File: src/rtl/smi_agg_pkg.sv
package smi_agg_pkg;
  localparam int unsigned REG_AW = 3;

  localparam logic [REG_AW-1:0] ADR_FSTS   = 3'd0;
  localparam logic [REG_AW-1:0] ADR_FEN    = 3'd1;
  localparam logic [REG_AW-1:0] ADR_GSTS   = 3'd2;
  localparam logic [REG_AW-1:0] ADR_GEN    = 3'd3;
  localparam logic [REG_AW-1:0] ADR_ROUTE  = 3'd4;
  localparam logic [REG_AW-1:0] ADR_GFALL  = 3'd5;
  localparam logic [REG_AW-1:0] ADR_GBOTH  = 3'd6;
  localparam logic [REG_AW-1:0] ADR_PINCTL = 3'd7;

  // bit positions in the register byte
  localparam int unsigned BIT_RT_PIN  = 7;
  localparam int unsigned BIT_RT_SIRQ = 6;
  localparam int unsigned BIT_RT_PME  = 5;
  localparam int unsigned BIT_PC_PP   = 7;
  localparam int unsigned BIT_PC_HIGH = 0;

  // stored routing fields
  typedef struct packed {
    logic pin;
    logic sirq;
    logic pme;
  } route_t;

  // stored pin control fields
  typedef struct packed {
    logic push_pull;
    logic act_high;
  } pinctl_t;

  function automatic logic edge_hit(input logic cur, input logic prev,
                                    input logic fall_sel, input logic both_sel);
    logic rise;
    logic fall;
    rise = cur & ~prev;
    fall = ~cur & prev;
    if (both_sel) return rise | fall;
    return fall_sel ? fall : rise;
  endfunction

  function automatic logic pin_level(input logic active, input logic act_high);
    return act_high ? active : ~active;
  endfunction
endpackage

File: src/rtl/smi_gpio_edge.sv
module smi_gpio_edge
  import smi_agg_pkg::*;
#(
  parameter int unsigned N_GPIO = 8
) (
  input  logic              clk,
  input  logic              rst_n,
  input  logic [N_GPIO-1:0] gpio_i,
  input  logic [N_GPIO-1:0] fall_sel,
  input  logic [N_GPIO-1:0] both_sel,
  output logic [N_GPIO-1:0] hit_o
);
  for (genvar i = 0; i < N_GPIO; i++) begin : g_bit
    logic meta_q, sync_q, prev_q;
    always_ff @(posedge clk or negedge rst_n) begin
      if (!rst_n) begin
        meta_q <= 1'b0;
        sync_q <= 1'b0;
        prev_q <= 1'b0;
      end else begin
        meta_q <= gpio_i[i];
        sync_q <= meta_q;
        prev_q <= sync_q;
      end
    end
    assign hit_o[i] = edge_hit(sync_q, prev_q, fall_sel[i], both_sel[i]);
  end
endmodule

File: src/rtl/smi_regs.sv
module smi_regs
  import smi_agg_pkg::*;
#(
  parameter int unsigned DW     = 8,
  parameter int unsigned N_FIX  = 8,
  parameter int unsigned N_GPIO = 8
) (
  input  logic              clk,
  input  logic              rst_n,
  input  logic              wr_en,
  input  logic [REG_AW-1:0] wr_addr,
  input  logic [DW-1:0]     wr_data,
  input  logic [REG_AW-1:0] rd_addr,
  output logic [DW-1:0]     rd_data,
  input  logic [N_FIX-1:0]  fix_irq,
  input  logic [N_GPIO-1:0] gpio_hit,
  output logic [N_FIX-1:0]  fen_q,
  output logic [N_GPIO-1:0] gsts_q,
  output logic [N_GPIO-1:0] gen_q,
  output logic [N_GPIO-1:0] gfall_q,
  output logic [N_GPIO-1:0] gboth_q,
  output route_t            route_q,
  output pinctl_t           pinctl_q,
  output logic [N_GPIO-1:0] clr_mask
);
  logic wr_fen, wr_gsts, wr_gen, wr_route, wr_gfall, wr_gboth, wr_pinctl;

  assign wr_fen    = wr_en && (wr_addr == ADR_FEN);
  assign wr_gsts   = wr_en && (wr_addr == ADR_GSTS);
  assign wr_gen    = wr_en && (wr_addr == ADR_GEN);
  assign wr_route  = wr_en && (wr_addr == ADR_ROUTE);
  assign wr_gfall  = wr_en && (wr_addr == ADR_GFALL);
  assign wr_gboth  = wr_en && (wr_addr == ADR_GBOTH);
  assign wr_pinctl = wr_en && (wr_addr == ADR_PINCTL);

  assign clr_mask = wr_gsts ? wr_data[N_GPIO-1:0] : '0;

  always_ff @(posedge clk or negedge rst_n) begin
    if (!rst_n) begin
      fen_q    <= '0;
      gsts_q   <= '0;
      gen_q    <= '0;
      gfall_q  <= '0;
      gboth_q  <= '0;
      route_q  <= '0;
      pinctl_q <= '0;
    end else begin
      // a fresh edge takes precedence over a clear in the same cycle
      gsts_q <= (gsts_q & ~clr_mask) | gpio_hit;
      if (wr_fen)   fen_q   <= wr_data[N_FIX-1:0];
      if (wr_gen)   gen_q   <= wr_data[N_GPIO-1:0];
      if (wr_gfall) gfall_q <= wr_data[N_GPIO-1:0];
      if (wr_gboth) gboth_q <= wr_data[N_GPIO-1:0];
      if (wr_route) begin
        route_q.pin  <= wr_data[BIT_RT_PIN];
        route_q.sirq <= wr_data[BIT_RT_SIRQ];
        route_q.pme  <= wr_data[BIT_RT_PME];
      end
      if (wr_pinctl) begin
        pinctl_q.push_pull <= wr_data[BIT_PC_PP];
        pinctl_q.act_high  <= wr_data[BIT_PC_HIGH];
      end
    end
  end

  always_comb begin
    rd_data = '0;
    case (rd_addr)
      ADR_FSTS:  rd_data = DW'(fix_irq);
      ADR_FEN:   rd_data = DW'(fen_q);
      ADR_GSTS:  rd_data = DW'(gsts_q);
      ADR_GEN:   rd_data = DW'(gen_q);
      ADR_GFALL: rd_data = DW'(gfall_q);
      ADR_GBOTH: rd_data = DW'(gboth_q);
      ADR_ROUTE: begin
        rd_data[BIT_RT_PIN]  = route_q.pin;
        rd_data[BIT_RT_SIRQ] = route_q.sirq;
        rd_data[BIT_RT_PME]  = route_q.pme;
      end
      default: begin
        rd_data[BIT_PC_PP]   = pinctl_q.push_pull;
        rd_data[BIT_PC_HIGH] = pinctl_q.act_high;
      end
    endcase
  end
endmodule

File: src/rtl/smi_out_steer.sv
module smi_out_steer
  import smi_agg_pkg::*;
(
  input  logic    smi_int,
  input  route_t  route,
  input  pinctl_t pinctl,
  output logic    pin_active,
  output logic    pin_o,
  output logic    pin_oe,
  output logic    sirq_req,
  output logic    pme_req
);
  logic level;

  assign pin_active = smi_int & route.pin;
  assign level      = pin_level(pin_active, pinctl.act_high);
  assign sirq_req   = smi_int & route.sirq;
  assign pme_req    = smi_int & route.pme;

  always_comb begin
    if (pinctl.push_pull) begin
      pin_o  = level;
      pin_oe = 1'b1;
    end else begin
      pin_o  = 1'b0;
      pin_oe = ~level;
    end
  end
endmodule

File: src/rtl/smi_group_agg.sv
module smi_group_agg
  import smi_agg_pkg::*;
#(
  parameter int unsigned DW     = 8,
  parameter int unsigned N_FIX  = 8,
  parameter int unsigned N_GPIO = 8
) (
  input  logic              clk,
  input  logic              rst_n,
  input  logic              wr_en,
  input  logic [2:0]        wr_addr,
  input  logic [DW-1:0]     wr_data,
  input  logic [2:0]        rd_addr,
  output logic [DW-1:0]     rd_data,
  input  logic [N_FIX-1:0]  fix_irq_i,
  input  logic [N_GPIO-1:0] gpio_i,
  output logic              smi_pin_o,
  output logic              smi_pin_oe,
  output logic              sirq_req_o,
  output logic              pme_req_o
);
  logic [N_FIX-1:0]  fen;
  logic [N_GPIO-1:0] gsts, gen, gfall, gboth, gpio_hit, clr_mask;
  route_t            route;
  pinctl_t           pinctl;
  logic              smi_int;
  logic              pin_active;

  smi_gpio_edge #(.N_GPIO(N_GPIO)) u_edge (
    .clk(clk), .rst_n(rst_n), .gpio_i(gpio_i),
    .fall_sel(gfall), .both_sel(gboth), .hit_o(gpio_hit)
  );

  smi_regs #(.DW(DW), .N_FIX(N_FIX), .N_GPIO(N_GPIO)) u_regs (
    .clk(clk), .rst_n(rst_n), .wr_en(wr_en), .wr_addr(wr_addr),
    .wr_data(wr_data), .rd_addr(rd_addr), .rd_data(rd_data),
    .fix_irq(fix_irq_i), .gpio_hit(gpio_hit), .fen_q(fen),
    .gsts_q(gsts), .gen_q(gen), .gfall_q(gfall), .gboth_q(gboth),
    .route_q(route), .pinctl_q(pinctl), .clr_mask(clr_mask)
  );

  assign smi_int = (|(fix_irq_i & fen)) | (|(gsts & gen));

  smi_out_steer u_steer (
    .smi_int(smi_int), .route(route), .pinctl(pinctl),
    .pin_active(pin_active), .pin_o(smi_pin_o), .pin_oe(smi_pin_oe),
    .sirq_req(sirq_req_o), .pme_req(pme_req_o)
  );
endmodule

File: config.mk
export PLATFORM = sky130hd
export DESIGN_NAME = smi_group_agg
export DESIGN_NICKNAME = d
export VERILOG_FILES = /design/src/rtl/smi_agg_pkg.sv /design/src/rtl/smi_gpio_edge.sv /design/src/rtl/smi_regs.sv /design/src/rtl/smi_out_steer.sv /design/src/rtl/smi_group_agg.sv
export SDC_FILE = /design/constraint.sdc
export NUM_CORES = 1
export LEC_CHECK = 0
export BUFFER_PORTS_ARGS = -buffer_cell sky130_fd_sc_hd__buf_4
export CAP_MARGIN = 20
export CORE_MARGIN = 2
export CORE_UTILIZATION = 54
export CTS_BUF_LIST = sky130_fd_sc_hd__clkbuf_8
export DETAILED_ROUTE_END_ITERATION = 8
export PLACE_DENSITY = 0.78
export SLEW_MARGIN = 20
export SYNTH_ARGS = -nofsm -noshare
export SYNTH_HDL_FRONTEND = slang
export SYNTH_SLANG_ARGS = --single-unit
File: constraint.sdc
create_clock -name clk -period 1.2 [get_ports clk]
set_input_delay 0 -clock clk [delete_from_list [all_inputs] [get_ports clk]]
set_output_delay 0 -clock clk [all_outputs]
set_load 0.03 [all_outputs]
==> results.cfg, run 1 <==
[run_status]
status = finished, violations left
violations = negative setup slack

[timing]
worstMarginPinSlew_ns = 0.375
max_freq_mhz = 547
rsz0062_at_grt = yes
slew_viol_final = 0
finClkSkew_ns = 0.00747
relSlewSlack_pct = 74.9
timing.hold.ws_ns = 0.0586
worst_slack_ns = -0.629
final-hold-violation-count = 0
setup_violations = 16
fin_setup_tns_ns = -6.00
fin_crit_ns = 1.83
period_share_pct = 152

[cts]
cts_sinks = 69
clk_path_buf_depth = 2
cts-root-buf = clkbuf_8
clkLatencyLatePin_ns = 0.35
cts-buffers-inserted = 9
cts_tree = yes
htree_levels = 3
clkTransAtPathRegs_ns = 0.08

[logic_synthesis]
syn_nets = 319
synth_mux_area_share_pct = 18.4
yosysWarnings = 0
synth_xor_area_share_pct = 0
synth_edf_count = 0
synth_area_leaders = dfrtp_1 (51%), mux2_2 (13%), ha_1 (5.9%)
postSynth.asyncResetShare_pct = 100
synth_area_leader_cell = dfrtp_1
synth_top_family_by_area = multiplexers
ys_types = 35
syn_area_sq_um = 3390
synth-seq-area-share_pct = 51.0
synth_compound_area_share_pct = 11.6
syn_area_per_cell_sq_um = 12.5
synth_flop_cell = dfrtp_1
synth_top_area_share_pct = 51.0
synth-simple-area-share_pct = 9.31
yosysMostFrequentCell = dfrtp_1
yosys-top-cells-count = dfrtp_1 (69), mux2_2 (40), inv_1 (17)
postSynthCellCount = 270
ys_seq_elements = 69
yosys.area_share.adder_pct = 5.91

[drt]
post_drt_via_cell_ratio = 5.71
drt-wirelength-per-cell_microns = 18.3
vias = 2592
detail-route-antenna-nets = 0
totalWireLength_mm = 8.32
drtPass1Iterations = 4
drt_iter0_drc = 236
drc = 0

[global_route]
grt_pass1_wl_mm = 13.5
grt_overflow_total = 0
antenna_found_initial = 0
grtUsageTotal_pct = 25.4
grt_pass1_vias = 2714
grt_max_degree = 36

[power]
power.leakage_nw = 2.15
irDropWorstVdd_v = 0.00120
power.total_mw = 7.38
p_per_area_nw_per_um2 = 1560

[floorplanning]
ioPinCount = 45
die_area_sq_um = 6920
die-height_microns = 83.2
initial_core_util_pct = 56.5
std_cell_rows = 28
coreArea_sq_um = 5990
die_w_microns = 83.2

[layout]
synthToLayoutAreaGrowth_pct = 40.1
regArea_sq_um = 1730
diodes = 0
multiInputGateArea_sq_um = 1690
stdcell_count = 454
fin_util_pct = 79.2
drive_above_1_share_pct = 50.1
nets = 423
fill_cells = 358

[placed_design]
gp_congestion = 0.850
place_hpwl_mm = 5.65
dp_cells = 417
io_buffers = 44

[run]
max_cap_violations = 0

[worst_setup_path]
cp-end-kind = output pin
startpoint_type = register
cp.arrival_ns = 1.83
critPathKind = reg2out
reg2reg_depth = 5
required_ns = 1.20
critPathMaxFanout = 3

[min_path]
hp-class = in2async
[worst max-delay path, stage by stage (launching register included)]
cell	delay (ns)
dfrtp_1	0.39
a22o_1	0.22
a221oi_2	0.19
and4_4	0.29
nor2b_4	0.06
mux2i_4	0.18
buf_6	0.14
[final cells by class]
class                      count  share of cell area (%)
sequential                    69                    36.4
multi-input combinational    173                    35.7
timing repair buffer         104                    18.9
clock buffer                  10                    2.90
clock inverter                 6                    2.82
tap                           75                    1.98
inverter                      17                    1.34
[path summary, 6_finish.rpt]
kind                                        startpoint  slack, ns                     end
worst max-delay path                   u_regs.fen_q[5]      -0.63              smi_pin_oe
worst min register to register  u_edge.g_bit[7].meta_q       0.36  u_edge.g_bit[7].sync_q
worst min-delay path                             rst_n       0.06  u_edge.g_bit[1].prev_q
worst max register to register  u_edge.g_bit[5].sync_q      -0.06        u_regs.gsts_q[5]
max in group asynchronous                        rst_n       0.61      u_regs.pinctl_q[1]
min in group clk                            wr_addr[2]       0.17      u_regs.pinctl_q[0]
[power breakdown]
| group | total, mW | internal [mW] | switching [mW] |
|---|---|---|---|
| Clock | 2.53 | 1.65 | 0.886 |
| Sequential | 2.96 | 2.66 | 0.304 |
| Combinational | 1.89 | 1.06 | 0.823 |
[sequential cells by signal, indices dropped and copies added (netlist names)]
register             flops
u_edge.g_bit.prev_q      8
u_regs.fen_q             8
u_regs.gfall_q           8
u_regs.gboth_q           8
u_regs.gsts_q            8
u_regs.pinctl_q          2
u_regs.route_q           3
u_regs.gen_q             8
u_edge.g_bit.meta_q      8
u_edge.g_bit.sync_q      8
[cell families (layout without fill, tap and decap cells)]
kind of cell | count (synthesis) | count (layout)
AND/OR/NAND/NOR | 54 | 54
multiplexers | 51 | 51
buffers and inverters | 28 | 137
flip-flops | 69 | 69
adder cells (fa/ha/maj) | 16 | 16
AO/OA/AOI/OAI | 52 | 52
[layout by cell type, fill, tap and decap left out, types with 4 or more instances in the layout]
| cell | instances |
|---|---|
| mux4_2 | 5 |
| a22o_1 | 5 |
| a21oi_1 | 12 |
| nand2_1 | 12 |
| ha_1 | 8 |
| nor2b_4 | 4 |
| dlygate4sd3_1 | 17 |
| buf_6 | 13 |
| mux2i_1 | 4 |
| bufinv_16 | 4 |
| mux2_2 | 38 |
| dfrtp_1 | 69 |
| a221oi_2 | 6 |
| nor2b_1 | 9 |
| clkbuf_8 | 10 |
| a211oi_2 | 8 |
| ha_2 | 7 |
| inv_1 | 16 |
| nor2_1 | 14 |
| a21o_1 | 8 |
| buf_4 | 72 |
[per-layer routing]
metal  track usage, %  wire (microns)  vias to the layer above
li1                 -               -                     1185
met5                0               0                        -
met1             32.1            3370                     1289
met2             41.8            4240                      101
met3             6.86             530                       17
met4             9.69             176                        0
[through the flow]
stage	setup WS, ns	cell area, sq um
2_1_floorplan	-0.140	3430
3_3_place_gp	-0.287	4110
3_5_place_dp	-0.275	4110
4_1_cts	-0.638	4640
5_1_grt	-0.730	4740
6_report	-0.629	4740
[repair_timing]
| item | CTS | global route |
|---|---|---|
| buffers inserted | 1 | 3 |
| pin swaps | 10 | 6 |
| setup endpoints to repair | 19 | 20 |
| gates resized for setup | 24 | 19 |
| endpoints found under the hold margin | 122 | 0 |
| cloned | 0 | 0 |
| hold buffers | 17 | 0 |
(Power assumes the default switching activity.)
==> run 2, diff against run 1 <==
PLACE_DENSITY = default   (was 0.78)
PLACE_DENSITY_LB_ADDON = 0.25   (was default)
==> run 2 against run 1 <==
Against the previous run:
- the flow still finishes with violations (negative setup slack)
- worst setup slack worse by 0.012 ns
- combinational power about the same
- sequential power about the same
- final area up 0.90%
- sequential share of layout area down 0.30 points
- power down 2.5%
- largest power group unchanged
==> results.cfg, run 2 (same netlist as run 1, synthesis figures left out) <==
[floorplanning]
die_area_sq_um = 6920
coreArea_sq_um = 5990
die-height_microns = 83.2
std_cell_rows = 28
ioPinCount = 45
initial_core_util_pct = 56.5
die_w_microns = 83.2

[layout]
diodes = 0
final_area_sq_um = 4790
drive_above_1_share_pct = 52.1
synthToLayoutAreaGrowth_pct = 41.3
nets = 428
layout_commonest_cell = buf_4
stdcell_count = 459
layout_common_cells = buf_4 (74), dfrtp_1 (68), mux2_2 (38), inv_1 (18), dlygate4sd3_1 (17)

[timing]
rsz0062_at_grt = yes
max_freq_mhz = 543
fin_setup_tns_ns = -5.86
finClkSkew_ns = 0.00994
period_share_pct = 153
setup_violations = 15
relSlewSlack_pct = 75.1
worstMarginPinSlew_ns = 0.373
final-hold-violation-count = 0
fin_crit_ns = 1.84
slew_viol_final = 0
worst_slack_ns = -0.642

[placed_design]
io_buffers = 44
placedInstanceArea_sq_um = 4110
dp_cells = 418
gp_congestion = 0.845
post-place-ws_ns = -0.287
place_hpwl_mm = 5.61

[drt]
drtPass1Iterations = 4
drt_iter0_drc = 147
post_drt_via_cell_ratio = 5.59
drt-wirelength-per-cell_microns = 17.7
detail-route-antenna-nets = 0
vias = 2568
drc = 0
totalWireLength_mm = 8.11

[run_status]
status = finished, violations left
violations = negative setup slack

[cts]
cts_sinks = 69
cts_tree = yes
clkTransAtPathRegs_ns = 0.07
clk_path_buf_depth = 2
htree_levels = 3
clkLatencyLatePin_ns = 0.34
cts-root-buf = clkbuf_8
cts-buffers-inserted = 9

[global_route]
antenna_found_initial = 0
grt_max_degree = 33
grt_overflow_total = 0
grt_pass1_wl_mm = 13.8
grtUsageTotal_pct = 25.4
grt_pass1_vias = 2739

[run]
max_cap_violations = 0

[worst_setup_path]
critPathKind = reg2out
crit_slowest_cell = dfrtp_1
cp-end-kind = output pin
startpoint_type = register
critPathMaxFanout = 3
slowest_delay_ns = 0.38
reg2reg_depth = 6
worstReg2RegStart = u_edge.g_bit[5].prev_q
reg2reg_slack_ns = -0.02
rr_endpoint = u_regs.gsts_q[5]
cp.arrival_ns = 1.84
path_cells = a22o_1 -> a221oi_2 -> and4_4 -> nor2b_4 -> mux2i_4 -> buf_6
required_ns = 1.20

[power]
power.total_mw = 7.20
irDropWorstVdd_v = 0.00116
p_per_area_nw_per_um2 = 1500
power.leakage_nw = 2.17

[min_path]
hp-class = in2async
[run 2: what timing repair did]
item / in CTS / in global routing
setup buffers: 8 / 4
gates resized for setup: 34 / 19
hold buffers: 17 / 0
endpoints found under the hold margin: 121 / 0
pin swaps: 13 / 11
setup endpoints to repair: 20 / 20
[run 2: worst max-delay path: cells and delay by family, from the launching register on]
family	cells	cell delay, ns
AOI/OAI and AO/OA	2	0.43
and+or+nand+nor	2	0.36
DFF	1	0.38
buffers and inverters	1	0.14
muxes	1	0.18
[run 2: cell type report]
class / instances / area (sq um)
fillers: 351 / 1200
clock inverters: 6 / 111
well taps: 75 / 93.8
repair buffers: 109 / 946
flip-flops and latches: 69 / 1730
clock buffers: 10 / 138
inverters: 17 / 63.8
multi-input cells: 173 / 1710
[run 2: metrics by stage]
stage                     hold slack (ns)  utilization, %
after floorplan                    -0.296               -
after global placement            -0.0592            68.7
after detailed placement          -0.0558            68.7
after CTS                           0.120            78.3
after global routing                0.153            79.9
final                               0.114            79.9
[run 2: routing by layer]
layer | wire [microns] | track usage (%) | vias to the layer above
li1 | - | - | 1188
met1 | 3650 | 33.9 | 1298
met2 | 3930 | 42.1 | 71
met3 | 407 | 6.16 | 11
met4 | 113 | 6.56 | 0
met5 | 0 | 0 | -
[run 2: worst max-delay path by stage]
stage,start,endpoint,slack (ns)
floorplan,u_regs.gen_q[5],smi_pin_o,-0.14
global placement,u_regs.gen_q[5],smi_pin_oe,-0.26
detailed placement,u_regs.fen_q[5],smi_pin_oe,-0.29
CTS,u_regs.fen_q[4],smi_pin_oe,-0.65
global route,u_regs.fen_q[4],smi_pin_oe,-0.72
finish,u_regs.fen_q[4],smi_pin_oe,-0.64
[run 2: where the power goes]
| group | switching, mW | internal (mW) | total (mW) | leakage, nW |
|---|---|---|---|---|
| logic | 0.834 | 1.09 | 1.92 | 1.25 |
| registers | 0.300 | 2.66 | 2.96 | 0.795 |
| clock network | 0.875 | 1.44 | 2.31 | 0.128 |
| total | 2.01 | 5.19 | 7.20 | 2.17 |
